<file path="config.mk">
export PLATFORM = sky130hd
export DESIGN_NAME = tx_jabber_guard
export DESIGN_NICKNAME = d
export VERILOG_FILES = /design/src/rtl/tx_jabber_pkg.sv /design/src/rtl/jab_cycle_counter.sv /design/src/rtl/jab_ctrl_fsm.sv /design/src/rtl/tx_jabber_guard.sv
export SDC_FILE = /design/constraint.sdc
export NUM_CORES = 1
export LEC_CHECK = 0
export CAP_MARGIN = 10
export CORE_MARGIN = 4
export CORE_UTILIZATION = 45
export DETAILED_ROUTE_END_ITERATION = 10
export GPL_ROUTABILITY_DRIVEN = 0
export GPL_TIMING_DRIVEN = 0
export MAX_ROUTING_LAYER = met4
export SYNTH_ARGS = -nofsm -noshare
export SYNTH_HDL_FRONTEND = slang
export SYNTH_SLANG_ARGS = --single-unit
</file>
<file path="constraint.sdc">
create_clock -name clk_i -period 2.2 [get_ports clk_i]
set_input_delay 0.44 -clock clk_i [delete_from_list [all_inputs] [get_ports clk_i]]
set_output_delay 0.44 -clock clk_i [all_outputs]
set_load 0.01 [all_outputs]
</file>
<file path="src/rtl/tx_jabber_pkg.sv">
package tx_jabber_pkg;

  typedef enum logic [1:0] {
    ST_IDLE   = 2'd0,
    ST_TX_OK  = 2'd1,
    ST_JABBED = 2'd2,
    ST_UNJAB  = 2'd3
  } jab_state_e;

  typedef enum logic [1:0] {
    CNT_HOLD  = 2'd0,
    CNT_CLEAR = 2'd1,
    CNT_ONE   = 2'd2,
    CNT_INC   = 2'd3
  } cnt_op_e;

  function automatic int unsigned cnt_width(int unsigned a, int unsigned b);
    int unsigned m;
    m = (a > b) ? a : b;
    return (m < 2) ? 1 : $clog2(m + 1);
  endfunction

endpackage

</file>
<file path="src/rtl/jab_cycle_counter.sv">
module jab_cycle_counter
  import tx_jabber_pkg::*;
#(
  parameter int unsigned CW = 8
) (
  input  logic          clk_i,
  input  logic          rst_ni,
  input  cnt_op_e       op_i,
  output logic [CW-1:0] cnt_o
);

  logic [CW-1:0] cnt_q;

  always_ff @(posedge clk_i or negedge rst_ni) begin
    if (!rst_ni) begin
      cnt_q <= '0;
    end else begin
      unique case (op_i)
        CNT_CLEAR: cnt_q <= '0;
        CNT_ONE:   cnt_q <= CW'(1);
        CNT_INC:   cnt_q <= cnt_q + CW'(1);
        default:   cnt_q <= cnt_q;
      endcase
    end
  end

  assign cnt_o = cnt_q;

endmodule

</file>
<file path="src/rtl/jab_ctrl_fsm.sv">
module jab_ctrl_fsm
  import tx_jabber_pkg::*;
#(
  parameter int unsigned CW          = 8,
  parameter int unsigned JAB_LIMIT   = 20,
  parameter int unsigned UNJAB_LIMIT = 50
) (
  input  logic          clk_i,
  input  logic          rst_ni,
  input  logic          tx_active_i,
  input  logic [CW-1:0] cnt_i,
  output cnt_op_e       op_o,
  output jab_state_e    state_o
);

  localparam logic [CW-1:0] JabLast   = CW'(JAB_LIMIT - 1);
  localparam logic [CW-1:0] UnjabLast = CW'(UNJAB_LIMIT - 1);

  jab_state_e state_q, state_d;
  cnt_op_e    op;

  always_comb begin
    state_d = state_q;
    op      = CNT_HOLD;
    unique case (state_q)
      ST_IDLE: begin
        if (tx_active_i) begin
          state_d = ST_TX_OK;
          op      = CNT_ONE;
        end
      end
      ST_TX_OK: begin
        if (!tx_active_i) begin
          state_d = ST_IDLE;
          op      = CNT_CLEAR;
        end else if (cnt_i >= JabLast) begin
          state_d = ST_JABBED;
          op      = CNT_CLEAR;
        end else begin
          op = CNT_INC;
        end
      end
      ST_JABBED: begin
        if (!tx_active_i) begin
          state_d = ST_UNJAB;
          op      = CNT_ONE;  // this quiet edge is the first of the wait
        end
      end
      ST_UNJAB: begin
        if (tx_active_i) begin
          op = CNT_CLEAR;
        end else if (cnt_i >= UnjabLast) begin
          state_d = ST_IDLE;
          op      = CNT_CLEAR;
        end else begin
          op = CNT_INC;
        end
      end
      default: begin
        state_d = ST_IDLE;
        op      = CNT_CLEAR;
      end
    endcase
  end

  always_ff @(posedge clk_i or negedge rst_ni) begin
    if (!rst_ni) state_q <= ST_IDLE;
    else         state_q <= state_d;
  end

  assign op_o    = op;
  assign state_o = state_q;

endmodule

</file>
<file path="src/rtl/tx_jabber_guard.sv">
module tx_jabber_guard
  import tx_jabber_pkg::*;
#(
  parameter int unsigned JAB_LIMIT   = 290000,
  parameter int unsigned UNJAB_LIMIT = 5000000
) (
  input  logic clk_i,
  input  logic rst_ni,
  input  logic tx_active_i,
  output logic tx_enable_o,
  output logic jabber_fault_o
);

  localparam int unsigned CW = cnt_width(JAB_LIMIT, UNJAB_LIMIT);

  initial begin
    if (JAB_LIMIT < 2 || UNJAB_LIMIT < 2)
      $error("tx_jabber_guard: limits must be at least 2");
  end

  cnt_op_e       op;
  jab_state_e    state;
  logic [CW-1:0] cnt;

  jab_cycle_counter #(.CW(CW)) u_cnt (
    .clk_i  (clk_i),
    .rst_ni (rst_ni),
    .op_i   (op),
    .cnt_o  (cnt)
  );

  jab_ctrl_fsm #(
    .CW          (CW),
    .JAB_LIMIT   (JAB_LIMIT),
    .UNJAB_LIMIT (UNJAB_LIMIT)
  ) u_fsm (
    .clk_i       (clk_i),
    .rst_ni      (rst_ni),
    .tx_active_i (tx_active_i),
    .cnt_i       (cnt),
    .op_o        (op),
    .state_o     (state)
  );

  assign tx_enable_o    = (state == ST_IDLE) || (state == ST_TX_OK);
  assign jabber_fault_o = (state == ST_JABBED);

endmodule

</file>
After elaboration in Yosys (flattened, before gate mapping)
Index checks and enable logic that the tools add are counted.
{ "classes": {"addsub": 1, "mul": 0, "n_div": 0, "n_lt_le_gt_ge": 2, "eq_ne": 11, "n_shift": 0, "mux": 15, "n_bitwise": 0, "reduce_logical": 4} }
{ "op_table": {"columns": ["cell", "n"], "rows": [
  ["$pmux 23 s3", 1],
  ["$mux 2", 12],
  ["$add 23x1->23 const B", 1],
  ["$ge 23x19->1 const B", 1],
  ["$ge 23x23->1 const B", 1],
  ["$pmux 2 s4", 2],
  ["$eq 2x2->1 const B", 4],
  ["$ne 2x2->1 const B", 3],
  ["$reduce_and 5->1", 1],
  ["$eq 2x1->1 const B", 2],
  ["$ne 3x2->1 const B", 1],
  ["$reduce_bool 3->1", 1],
  ["$logic_not 2->1", 1],
  ["$ne 2x1->1 const B", 1],
  ["$logic_or 1x1->1", 1]
]} }
{ "word_totals": {"register_bits": 25, "latchBits": 0, "ram_bits": 0, "romBits": 0, "in_bits": 3, "out_inout_bits": 2, "elab_cells": 35, "mem_count": 0} }

Depth between registers and ports, before layout
Gate-level depths: netlist of run 1.
{ "logic_depth": {"depth_word": 6, "mapped_depth": 8, "depth_no_buf": 7} }

Modules after synthesis
From an unflattened synthesis of run 1, not the netlist that was laid out.
{ "unflattened": {"hier_cells": 193, "hier_area_um2": 1631.6} }
{ "by_module_without_submodules": {"columns": ["mod", "n_inst", "cells_per_inst", "area_each_um2", "seq_area_each_um2"], "rows": [
  ["jab_cycle_counter", 1, 143, 1273.7, 575.6],
  ["jab_ctrl_fsm", 1, 48, 340.3, 50.0],
  ["tx_jabber_guard", 1, 2, 17.5, 0.0]
]} }

Least setup slack after synthesis of run 1
Ideal clock, no wire load.
{ "synth_path": {"kind": "reg-to-reg", "startpoint": "reg u_cnt.cnt_q[0], in the netlist u_cnt.cnt_o[0]", "endpoint": "reg u_cnt.cnt_q[15], in the netlist u_cnt.cnt_o[15]", "setup_ps": 80, "t_arrival_ps": 2115, "t_required_ps": 2120, "slack_ps": 4, "stages_incl_launch_ff": 9, "path_buffers": 1, "synth_period_minus_slack_ps": 2196, "path_cell_list": "dfrtp_1 ha_1 a21o_1 a41o_1 a2111oi_4 nor3_2 buf_6 or3_1 o211ai_2"} }
{ "synth_between": {"elab_chain_cells": 6, "word_cells_on_any_way": 13, "cone_classes": "add/sub (1); order compare (2); eq/ne (3); mux (6); reduce/logical (1)"} }
{ "synth_lines": {"columns": ["item", "line", "rtl"], "rows": [
  ["from (decl)", "jab_cycle_counter.sv:12", "logic [CW-1:0] cnt_q;"],
  ["from (signal assigned)", "jab_cycle_counter.sv:21", "CNT_INC: cnt_q <= cnt_q + CW'(1);"],
  ["from (signal assigned)", "jab_cycle_counter.sv:22", "default: cnt_q <= cnt_q;"],
  ["$ge 23x23->1 / $ge 23x19->1 (equally long branches)", "jab_ctrl_fsm.sv:52, jab_ctrl_fsm.sv:36", null],
  ["$mux 2, on equally long branches", "jab_ctrl_fsm.sv:52, jab_ctrl_fsm.sv:36", null],
  ["$mux 2, on equally long branches", "jab_ctrl_fsm.sv:50, jab_ctrl_fsm.sv:33", null],
  ["$pmux 2 s4", "jab_ctrl_fsm.sv:25", "unique case (state_q)"],
  ["$eq 2x2->1 / $eq 2x1->1 (equally long branches)", "jab_cycle_counter.sv:18", "unique case (op_i)"],
  ["$pmux 23 s3 / $reduce_bool 3->1 (equally long branches)", null, null]
]} }
Several ways; a longest one is shown, not always the timed one.
A chain may end at the register's enable or synchronous reset.

Worst setup path in the final report of run 1
{ "layout_path": {"startpoint": "reg u_cnt.cnt_q[0], in the netlist u_cnt.cnt_o[0]", "endpoint": "reg u_cnt.cnt_q[18], in the netlist u_cnt.cnt_o[18]"} }
Same word-level chain as after synthesis.

==> results of run 1 <==
metrics by stage:
stage,setup slack (ns),utilization,cell area (µm²),hold WS [ns]
6_report,0.0116,0.538,1970,0.546
3_5_place_dp,-0.218,0.492,1800,0.515
5_1_grt,-0.0716,0.538,1970,0.587
2_1_floorplan,0.00432,-,1710,0.144
3_3_place_gp,-0.172,0.492,1800,0.515
4_1_cts,0.00645,0.517,1890,0.526
kinds of logic (layout without fill, tap and decap cells):
logic type,Yosys count,count (layout),share of synthesized area
flip-flops,25,25,0.365
adder cells (fa/ha/maj),1,1,0.00730
buffers and inverters,16,27,0.0467
AO/OA/AOI/OAI,47,47,0.205
XOR/XNOR,7,7,0.0358
AND/OR/NAND/NOR,106,106,0.321
multiplexers,3,3,0.0197
critical path: stages (launching register included):
cell and delay (ns):
dfrtp_2 0.44, buf_4 0.16, a21o_1 0.18, a41o_1 0.26
a2111oi_4 0.39, nor3_4 0.10, buf_6 0.16, or3_4 0.36
o211ai_2 0.07
cells in the mapped netlist, types with 6 or more instances:
cell type,n,area [µm²]
a21oi_1,6,30.0
nand3_1,6,30.0
nand4_1,8,50.1
xor2_1,6,52.6
dfrtp_1,25,626
nor3_1,6,30.0
or3_1,8,50.1
buf_2,7,35.0
nand2_1,37,139
o21ai_0,12,60.1
nor2_1,14,52.6
cell type report:
| class | instances | area, µm² | area share |
|---|---|---|---|
| inverter | 4 | 15.0 | 0.00763 |
| buffer | 12 | 73.8 | 0.0375 |
| tap | 48 | 60.1 | 0.0305 |
| clock buffer | 4 | 45.0 | 0.0229 |
| sequential | 25 | 627 | 0.318 |
| multi-input combinational | 164 | 1080 | 0.549 |
| timing repair buffer | 7 | 67.6 | 0.0343 |
power by group:
group	internal [mW]	switching [mW]
combinational	0.301	0.466
sequential	0.504	0.0404
clock	0.130	0.154
total	0.934	0.661
layer usage:
layer,routed length [µm],track usage,up-vias
li1,-,-,769
met1,2020,0.259,752
met2,2020,0.323,35
met3,188,0.0290,5
met4,49,0.0489,0
met5,0,-,-
final timing paths:
path                                   end  slack [ns]  cells past startpoint
max in group asynchronous   u_cnt.cnt_o[0]        1.13                      2
setup reg to reg           u_cnt.cnt_o[18]        0.01                      8
setup / recovery           u_cnt.cnt_o[18]        0.01                      8
hold reg to reg            u_cnt.cnt_o[17]        0.55                      1
hold / removal              u_cnt.cnt_o[7]        0.55                      1
min in group clk_i         u_cnt.cnt_o[17]        0.55                      1
sequential cells by signal (all words and copies together), names as in the netlist, named ones only:
register / flops
u_fsm.state_o: 1
u_cnt.cnt_o: 23
repair_timing:
action                                  in CTS  in global routing
hold buffers                                 0                  0
endpoints found under the setup margin      21                 22
pin swaps                                    2                  0
resized for setup                            6                 13
buffers inserted                             3                  0
==> summary.txt, run 1 <==
Clock tree
  – Worst-path clk slew: around 0.090 ns
  – H-tree levels: 1
  – Worst skew pair latency: 0.27 ns
  – TritonCTS buffer count: 3
  – CTS Buffer Depth: 2
  – CTS Root Buffer Type: clkbuf_8
  – Clk sinks: 25
  – CTS tree: done

Critical path
  – Worst EP required: between 2 and 2.5 ns
  – Launch point of the worst reg-to-reg path: u_cnt.cnt_o[0]
  – Worst Setup Start Kind: register
  – Crit Path Max Fanout: 10
  – CP startpoint: u_cnt.cnt_o[0]
  – Crit. End Element: register
  – CP Data Arrival Time: 2.39 ns
  – Kind of critical path: reg2reg

Pwr
  – Worst vdd ir: between 500 and 600 µV
  – Leakage: 0.802 nW
  – Final Power: 1.59 mW
  – Pwr dens: 810 nW/µm²

Timing
  – Final worst path period need: 2.19 ns
  – Fin. Hold Viols: 0
  – RSZ-0062 raised after global routing: true
  – Setup Total Neg Slack: 0 ns
  – Slew margin rel.: 0.582
  – Fmax: 457 MHz
  – Final Slew Violations: 0
  – Final worst-path cycle share: 0.995
  – Final count of negative-setup-slack endpoints: 0
  – Least-Margin Pin Slew: 0.626 ns
  – Clock Skew: 0.00256 ns

Place
  – Port bufs: 3
  – Placed Cells: 256
  – HPWL after detailed placement: 2.99 mm

Final layout
  – ANT cells: 0
  – Layout cells sized above 1: 0.185
  – Most frequent cells in the layout: nand2_1, dfrtp_1, nor2_1, o21ai_0, nand4_1
  – Commonest non-fill, non-tap cell in the layout: nand2_1
  – Layout area overhead: 14.9%
  – Fillers: 353
  – Nets: 221
  – Final Non-Filler Cells: 264

Global route
  – Largest net degree at the start of global routing: 26
  – First-pass GRT wire length: between 7 and 8 mm
  – Vias in the first global route: 1607
  – Total global routing overflow: 0
  – GRT Total Usage: 0.197
  – Initial antenna violation count: 0

Yosys
  – Post-synthesis sequential area ratio: 0.365
  – Main synth FF type: dfrtp_1
  – Post-synthesis register bit count: 25
  – Synthesized area per cell: approximately 8.4 µm²
  – Number of enable flip-flop cells after synthesis: 0
  – Post-Syn Area: about 1700 µm²
  – Share of flip-flops with an asynchronous set or reset: 1.00
  – Yosys warns: 0
  – Syn_nets: approximately 210
  – Cell variety after synth: 47
  – Cells after Synth: 205

Die
  – Die X: 69.7 µm
  – Die area: 4860 µm²
  – Io pins: 5
  – Row Count: 22
  – Core Area: 3660 µm²
  – Initial Util: 0.468
  – Die height: 69.7 µm

Status
  – Status: finished clean

Detailed routing
  – Total Wirelength: 4.28 mm
  – DR vias: 1561
  – Residual DRC: 0
  – DR WL/cell: about 16 µm
  – Antenna viol nets, final: 0
  – Drt initial violations: 119
  – 1st-pass router iterations: 4
  – Via-to-Cell Ratio: 5.91

Worst hold path
  – Hold WC Path Type: in2async

Run
  – Max-cap violation count: 0
No activity file was read; power rests on OpenSTA's default activity.
==> run 2: changes to the inputs <==
Settings changed: SETUP_SLACK_MARGIN from default to 0.05.
==> run 2 against run 1 <==
  * Sequential power about the same
  * Register-to-register slack better by 0.04 ns
  * Final cell count up 2.7%
  * Power up 3.9%
  * Critical endpoint is now u_cnt.cnt_o[4]
  * Routed wire length up 3.9%
  * Largest cell class unchanged
  * Combinational power up 7.6%
  * Clock power up 1%
  * Fmax up 2.1%
==> summary.txt, run 2 (synthesized netlist as in run 1, its figures left out) <==
Status
  – Status: finished clean (unchanged)

Clock tree
  – Clk sinks: 25 (unchanged)
  – Post-CTS Hold Fix Bufs: 0 (unchanged)
  – CTS Root Buffer Type: clkbuf_8 (unchanged)
  – TritonCTS buffer count: 3 (unchanged)
  – CTS tree: done (unchanged)
  – Worst skew pair latency: 0.28 ns (was 0.27 ns)
  – Worst-path clk slew: 0.09 ns (about the same)
  – H-tree levels: 1 (unchanged)
  – CTS Buffer Depth: 2 (unchanged)

Die
  – Die area: 4860 µm² (unchanged)
  – Die X: 69.7 µm (unchanged)
  – Initial Util: 0.468 (unchanged)
  – Core Area: 3660 µm² (unchanged)
  – Die height: 69.7 µm (unchanged)
  – Row Count: 22 (unchanged)
  – Io pins: 5 (unchanged)

Pwr
  – Switching Fraction: 0.416 (was 0.414)
  – Pwr dens: 819 nW/µm² (was 810 nW/µm²)
  – Switch Pwr: 690 µW (was 661 µW)
  – Final Power: 1.66 mW (was 1.59 mW)
  – Leakage: 0.839 nW (was 0.802 nW)
  – Reg power frac: 0.328 (was 0.341)
  – Worst vdd ir: 576 µV (was 545 µV)
  – Internal: 967 µW (was 934 µW)
  – Gate power share: 0.498 (was 0.481)
  – Clock power share: 0.174 (was 0.178)

Worst hold path
  – Hold WC Path Type: in2async (unchanged)

Detailed routing
  – Antenna viol nets, final: 0 (unchanged)
  – Drt initial violations: 123 (was 119)
  – DR vias: 1607 (was 1561)
  – DR WL/cell: 16.4 µm (was 16.2 µm)
  – Total Wirelength: 4.45 mm (was 4.28 mm)
  – Residual DRC: 0 (unchanged)
  – Via-to-Cell Ratio: 5.93 (was 5.91)
  – 1st-pass router iterations: 5 (was 4)

Global route
  – Initial antenna violation count: 0 (unchanged)
  – Vias in the first global route: 1564 (was 1607)
  – Met2 usage: 0.325 (was 0.323)
  – GRT Total Usage: 0.193 (was 0.197)
  – Largest net degree at the start of global routing: 26 (unchanged)
  – Total global routing overflow: 0 (unchanged)
  – Global route hottest layer: met2 (unchanged)
  – Met1 global-route usage: 0.252 (was 0.259)
  – Fraction of met3 tracks used by global routing: 0.0203 (was 0.0290)
  – First-pass GRT wire length: 7.46 mm (was 7.59 mm)

Critical path
  – Slowest cell delay on critical path: 0.44 ns (about the same)
  – Crit-path cells: buf_6, a21o_1, a41o_1, a2111oi_4, nor3_4, buf_6, or3_1, o211ai_1 (was buf_4, a21o_1, a41o_1, a2111oi_4, nor3_4, buf_6, or3_4, o211ai_2)
  – CP startpoint: u_cnt.cnt_o[0] (unchanged)
  – Worst EP required: 2.40 ns (about the same)
  – Crit. End Element: register (unchanged)
  – Kind of critical path: reg2reg (unchanged)
  – Launch point of the worst reg-to-reg path: u_cnt.cnt_o[0] (unchanged)
  – CP Data Arrival Time: 2.34 ns (was 2.39 ns)
  – Crit Path Max Fanout: 6 (was 10)
  – CP dominant cell by count: buf_6
  – Critical path's slowest cell: dfrtp_2 (unchanged)
  – Worst Setup Start Kind: register (unchanged)

Timing
  – Slew margin rel.: 0.599 (was 0.582)
  – Final worst path period need: 2.14 ns (was 2.19 ns)
  – Final Slew Violations: 0 (unchanged)
  – Final count of negative-setup-slack endpoints: 0 (unchanged)
  – Setup Total Neg Slack: 0 ns (unchanged)
  – Clock Skew: 0.00586 ns (was 0.00256 ns)
  – Final worst-path cycle share: 0.974 (was 0.995)
  – Fin. Hold Viols: 0 (unchanged)
  – Least-Margin Pin Slew: 0.600 ns (was 0.626 ns)
  – Fmax: 466 MHz (was 457 MHz)
  – RSZ-0062 raised after global routing: true (unchanged)

Final layout
  – Design area: 2020 µm² (was 1970 µm²)
  – Most frequent cells in the layout: nand2_1, dfrtp_1, nor2_1, o21ai_0, buf_4 (was nand2_1, dfrtp_1, nor2_1, o21ai_0, nand4_1)
  – Layout cells sized above 1: 0.215 (was 0.185)
  – Largest register FFs: 23 (unchanged)
  – Fillers: 338 (was 353)
  – ANT cells: 0 (unchanged)
  – Nets: 228 (was 221)
  – Layout area overhead: 18.1% (was 14.9%)
  – Commonest non-fill, non-tap cell in the layout: nand2_1 (unchanged)

Place
  – HPWL after detailed placement: 2.94 mm (was 2.99 mm)
  – Post-Place Cell Area: 1810 µm² (was 1800 µm²)
  – Port bufs: 3 (unchanged)

Run
  – Max-cap violation count: 0 (unchanged)
run 2: cell types whose count changed in the layout (fill, tap and decap cells not counted), sizes merged:
| cell | previous run | this run |
|---|---|---|
| buf | 10 | 17 |
run 2: power groups by stage:
stage / sequential, mW / combinational [mW] / clock, mW
2_1_floorplan: 0.546 / 0.472 / 0
3_3_place_gp: 0.556 / 0.662 / 0
3_5_place_dp: 0.558 / 0.671 / 0
4_1_cts: 0.542 / 0.788 / 0.293
5_1_grt: 0.547 / 0.894 / 0.312
6_report: 0.544 / 0.825 / 0.288
run 2: worst paths after layout:
kind | end | slack (ns) | cells after the start
min reg2reg | u_cnt.cnt_o[17] | 0.56 | 1
max | u_cnt.cnt_o[4] | 0.06 | 8
max reg2reg | u_cnt.cnt_o[4] | 0.06 | 8
min in group clk_i | u_cnt.cnt_o[17] | 0.56 | 1
min | u_cnt.cnt_o[4] | 0.53 | 1
max in group asynchronous | u_cnt.cnt_o[14] | 1.14 | 2
run 2: per-stage QoR:
| step | hold WS, ns | setup slack [ns] | instances | util |
|---|---|---|---|---|
| floorplan | 0.144 | 0.0533 | 205 | - |
| CTS | 0.549 | 0.0512 | 266 | 0.528 |
| detailed placement | 0.517 | -0.202 | 256 | 0.493 |
| global route | 0.574 | -0.0523 | 271 | 0.553 |
| finish | 0.532 | 0.0562 | 271 | 0.553 |
| global placement | 0.515 | -0.168 | 256 | 0.493 |
run 2: layout make-up:
cell class | instances | area [µm²] | share of cell area
Clock buffer | 4 | 45.0 | 0.0223
Inverter | 4 | 15.0 | 0.00742
Buffer | 12 | 73.8 | 0.0365
Multi-Input combinational cell | 164 | 1080 | 0.534
Sequential cell | 25 | 628 | 0.310
Tap cell | 48 | 60.1 | 0.0297
Timing Repair Buffer | 14 | 121 | 0.0600
run 2: critical path: cells and delay by family, from the launching register on:
family | cells | cell delay [ns]
buf+inv | 2 | 0.29
flops | 1 | 0.44
simple gates | 2 | 0.40
compound gates | 4 | 0.93
run 2: timing repair:
item                       4_1_cts  5_1_grt
setup buffers                    5        4
cloned                           1        0
resized for setup                8       13
pin swaps                        6        4
setup endpoints to repair       22       23
run 2: metal layers:
metal	routed length [µm]	vias up	share of wire
met2	2180	36	0.49
met3	178	9	0.040
met1	1990	775	0.45
met4	91	0	0.020
li1	-	787	-
met5	0	-	0
